===== config.mk =====
export PLATFORM = sky130hd
export DESIGN_NAME = ecc_err_log
export DESIGN_NICKNAME = d
export VERILOG_FILES = /design/src/rtl/ecc_err_log.sv
export SDC_FILE = /design/constraint.sdc
export NUM_CORES = 1
export LEC_CHECK = 0
export BUFFER_PORTS_ARGS = -buffer_cell sky130_fd_sc_hd__buf_2
export CAP_MARGIN = 20
export CORE_ASPECT_RATIO = 1.4
export CORE_UTILIZATION = 40
export CTS_BUF_LIST = sky130_fd_sc_hd__clkbuf_4 sky130_fd_sc_hd__clkbuf_8 sky130_fd_sc_hd__clkbuf_16
export CTS_CLUSTER_SIZE = 30
export DETAILED_ROUTE_END_ITERATION = 12
export GPL_TIMING_DRIVEN = 1
export HOLD_SLACK_MARGIN = 0.02
export PLACE_DENSITY = 0.85
export REMOVE_ABC_BUFFERS = 1
export SYNTH_ARGS = -nofsm -noshare
export SYNTH_HDL_FRONTEND = slang
export SYNTH_SLANG_ARGS = --single-unit

===== constraint.sdc =====
create_clock -name clk -period 1.6 [get_ports clk]
set_input_delay 0.08 -clock clk [delete_from_list [all_inputs] [get_ports clk]]
set_output_delay 0.08 -clock clk [all_outputs]
set_load 0.005 [all_outputs]

===== src/rtl/ecc_err_log.sv =====
module ecc_err_log #(
  parameter int AW        = 34,
  parameter int SW        = 16,
  parameter int RAW       = 8,
  parameter int DW        = 32,
  parameter int PG_SHIFT  = 12,
  parameter int LOG_SHIFT = 6,
  parameter logic [RAW-1:0] OFF_FIRST = 8'h80,
  parameter logic [RAW-1:0] OFF_NEXT  = 8'h82,
  parameter logic [RAW-1:0] OFF_CLOG  = 8'hA0,
  parameter logic [RAW-1:0] OFF_ULOG  = 8'hB0,
  parameter logic [RAW-1:0] OFF_SYN   = 8'hD0
) (
  input  logic           clk,
  input  logic           rst_n,
  input  logic           ce_evt,
  input  logic [AW-1:0]  ce_addr,
  input  logic [SW-1:0]  ce_syn,
  input  logic           ue_evt,
  input  logic [AW-1:0]  ue_addr,
  input  logic [RAW-1:0] reg_addr,
  input  logic           reg_we,
  input  logic [DW-1:0]  reg_wdata,
  output logic [DW-1:0]  reg_rdata,
  output logic           ce_chan
);
  localparam int PW  = AW - PG_SHIFT;
  localparam int TOP = DW - PW - LOG_SHIFT;
  localparam int HB  = SW / 2;
  localparam int QB  = SW / 4;

  logic [1:0]    first_q, next_q;
  logic [PW-1:0] ce_log, ue_log;
  logic [SW-1:0] syn_q;

  wire [1:0] evt       = {ue_evt, ce_evt};
  wire [1:0] clr_first = (reg_we && reg_addr == OFF_FIRST) ? reg_wdata[1:0] : 2'b00;
  wire [1:0] clr_next  = (reg_we && reg_addr == OFF_NEXT)  ? reg_wdata[1:0] : 2'b00;
  wire [1:0] load      = evt & ~first_q & ~next_q;

  always_ff @(posedge clk) begin
    if (!rst_n) begin
      first_q <= '0;
      next_q  <= '0;
      ce_log  <= '0;
      ue_log  <= '0;
      syn_q   <= '0;
    end else begin
      first_q <= evt | (first_q & ~clr_first);
      next_q  <= (evt & first_q) | (next_q & ~clr_next);
      if (load[0]) begin
        ce_log <= ce_addr[AW-1:PG_SHIFT];
        syn_q  <= ce_syn;
      end
      if (load[1]) ue_log <= ue_addr[AW-1:PG_SHIFT];
    end
  end

  always_comb begin
    unique case (reg_addr)
      OFF_FIRST: reg_rdata = {{(DW-2){1'b0}}, first_q};
      OFF_NEXT:  reg_rdata = {{(DW-2){1'b0}}, next_q};
      OFF_CLOG:  reg_rdata = {{TOP{1'b0}}, ce_log, {LOG_SHIFT{1'b0}}};
      OFF_ULOG:  reg_rdata = {{TOP{1'b0}}, ue_log, {LOG_SHIFT{1'b0}}};
      OFF_SYN:   reg_rdata = {{(DW-SW){1'b0}}, syn_q};
      default:   reg_rdata = '0;
    endcase
  end

  wire hi_zero = ~|syn_q[SW-1:HB];
  wire lo_zero = ~|syn_q[HB-1:0];
  wire q3_zero = ~|syn_q[SW-1:SW-QB];
  wire q2_zero = ~|syn_q[SW-QB-1:HB];

  assign ce_chan = hi_zero ? 1'b0 :
                   lo_zero ? 1'b1 :
                   (q3_zero || q2_zero) ? 1'b0 : 1'b1;
endmodule



==> flow_summary.yaml <==
cells_and_area:
  fillers: 571
  areaGrowthSynthToFinish_pct: 52.7
  regArea_um2: 1280
  antenna_cells: 0
  drive_above_1_share: 0.285
  multiInputGateArea_um2: 1500
  fin_area_um2: 4510
  fin_cells: 629
  layout.nets: 658
detailed_routing:
  drc: 0
  top_layer: "met4"
  wl_met3_um: 375
  drtIter0Drc: 103
  num_vias: 3180
  wl_met1_mm: 3.77
  firstDrtPassIters: 4
  route.met2.wl_mm: 5.04
  ant_nets: 0
  via_per_inst: 5.06
  wl_per_cell_um: 15.0
  routed_wl_mm: 9.41
logic_synthesis:
  yosys-top-cells-area: "dfxtp_1 43%, nand2_1 15%, a21boi_0 15%"
  syn_area_um2: 2960
  synth_compound_area_frac: 0.246
  ys_warn_count: 0
  yosysTopAreaCell: "dfxtp_1"
  synth.distinct_cells: 28
  synth-seq-cells: 64
  synthAdderAreaFrac: 0
  synth_area_per_cell_um2: 8.10
  synth-simple-area-share: 0.246
  synth_edf_count: 0
  yosysMostFrequentCell: "nand2_1"
  synth_top_family_by_area: "simple AND/OR/NAND/NOR gates"
  yosys.area_share.xor_xnor: 0
  synth_ff_type: "dfxtp_1"
  synth_common_cells: "122 x nand2_1, 64 x dfxtp_1, 60 x a21boi_0, 18 x clkbuf_1"
  seq_area_frac_synth: 0.434
  synth_cells: 365
  yosysTopAreaCellShare: 0.434
  synthMuxAreaShare: 0
  synthArstFlopShare: 0
critical_path:
  critPathBufInv: 4
  cpMaxStageDelayCell: "or4_4"
  critical_path_class: "input pin to output pin"
  crit_fanout: 5
  crit_path_start: "reg_addr[1]"
  start_kind: "input pin"
  critPathMaxStageDelay_ps: 590
  end_kind: "output pin"
  critPathTopFamily: "simple AND/OR/NAND/NOR gates"
  crit_chain: "buf_6 -> or4_4 -> nor3_4 -> buf_12 -> clkbuf_16 -> a221o_1 -> buf_2"
  r2r_start: "next_q[1]"
  cp_data_required_time_ps: 1520
  arrival_ps: 1550
worst_hold_path:
  hp-class: "input pin to flop"
  min-delay-start: "reg_wdata[1]"
floorplan:
  core_area_um2: 7070
  initial_utilization: 0.418
  die_h_um: 104
  placement_rows: 36
  ioPinCount: 162
  design.die.area_um2: 7740
  die_x_um: 74.6
sta:
  slew_viol_final: 0
  min_period_ps: 1630
  setup_tns_ps: -206
  rsz0062_at_grt: "yes"
  hold_violations: 0
  post-route-worst-setup-slack_ps: -29.1
  max_slew_margin: 0.598
  skew_ps: 6.59
  fmax_ghz: 0.614
  worstMarginPinSlew_ps: 603
  finalCritPeriodShare: 1.02
  setup_viol: 15
grt:
  grt_util_all_layers: 0.239
  grt_pass1_wl_mm: 14.4
  grt_overflow: 0
  grt_pass1_vias: 3218
  grt_max_degree: 41
  antenna_found_initial: 0
clocking:
  htree_levels: 3
  cts_buffers: 9
  cts.clk_slew.worst_paths_ps: 70
  cts_tree: "yes"
  root_buffer: "clkbuf_8"
  cts_sinks: 64
  clkLatencyLatePin_ps: 330
  clockBufferDepth: 2
pwr:
  peakVddDrop_uv: 615
  p_leak_nw: 1.93
  total_power_mw: 3.75
  power_per_cell_area_nw_per_um2: 831
place:
  port_buffers: 103
  dpl.cell_count: 548
  dp_hpwl_mm: 5.29
  dpl-instance-area_um2: 3570
  gp_congestion: 0.747
  pre_cts_ws_ps: 4.79
run_status:
  violations: "negative setup slack"
  status: "finished, violations left"
job:
  drv_cap: 0
layout by cell type (no fill, tap or decap), types with 3 or more instances in the layout:
master / instances
nand2_1: 122
buf_2: 101
dfxtp_1: 61
a21boi_0: 60
dlygate4sd3_1: 60
inv_1: 13
nor3_1: 13
a221o_1: 12
a22o_1: 12
clkbuf_8: 11
buf_4: 9
and2_1: 6
nor2_1: 5
o21ai_0: 4
a21oi_1: 4
conb_1: 4
buf_6: 4
buf_12: 4
clkinvlp_4: 3
dfxtp_2: 3
where the power goes:
part / switching (mW) / internal, mW
combinational: 0.265 / 0.297
clock: 0.616 / 0.822
sequential: 0.0617 / 1.69
total: 0.942 / 2.81
repair_timing:
| action | CTS | global route |
|---|---|---|
| gates cloned | 0 | 3 |
| hold endpoints to repair | 60 | 0 |
| gates resized for setup | 7 | 5 |
| setup endpoints to repair | 2 | 17 |
| pin swaps | 1 | 17 |
| hold buffers | 60 | 0 |
| buffers inserted | 1 | 1 |
metal layers:
layer  GRT usage  up-vias
met2       0.441      109
met4       0.106        0
met1       0.253     1497
met5           0        -
li1            -     1552
met3      0.0399       22
worst min-delay path, delay by kind of cell:
family	cells	cell delay [ps]
AO/OA/AOI/OAI	1	70
buffers and inverters	1	70
AND/OR/NAND/NOR	2	150
sequential cells by signal (all words and copies together), names as in the netlist:
register and cells:
first_q 2, ue_log 22, next_q 2, ce_log 22, syn_q 16
cell type report:
cell class                 count  share of cell area
multi-input combinational    261               0.332
timing repair buffer         180               0.299
sequential                    64               0.285
clock buffer                  12              0.0352
tap                           95              0.0263
clock inverter                 4              0.0116
inverter                      13              0.0108
worst paths after layout:
check,end,slack (ps),depth (start not counted)
min,first_q[1],80,4
max reg2reg,ue_log[7],80,3
min reg2reg,ce_log[20],460,2
max,reg_rdata[15],-30,7
stage by stage:
stage | utilization | hold slack [ps]
final | 0.638 | 79.3
after floorplan | - | 218
after global placement | 0.505 | 329
after CTS | 0.622 | 59.4
after detailed placement | 0.505 | 338
after global routing | 0.638 | 79.6
cell families (layout without fill, tap and decap cells):
group                  Yosys count  in the layout
buffers and inverters           43            209
flip-flops                      64             64
AO/OA/AOI/OAI                   94             94
other                            1              4
AND/OR/NAND/NOR                163            163
No activity file was read; power rests on OpenSTA's default activity.
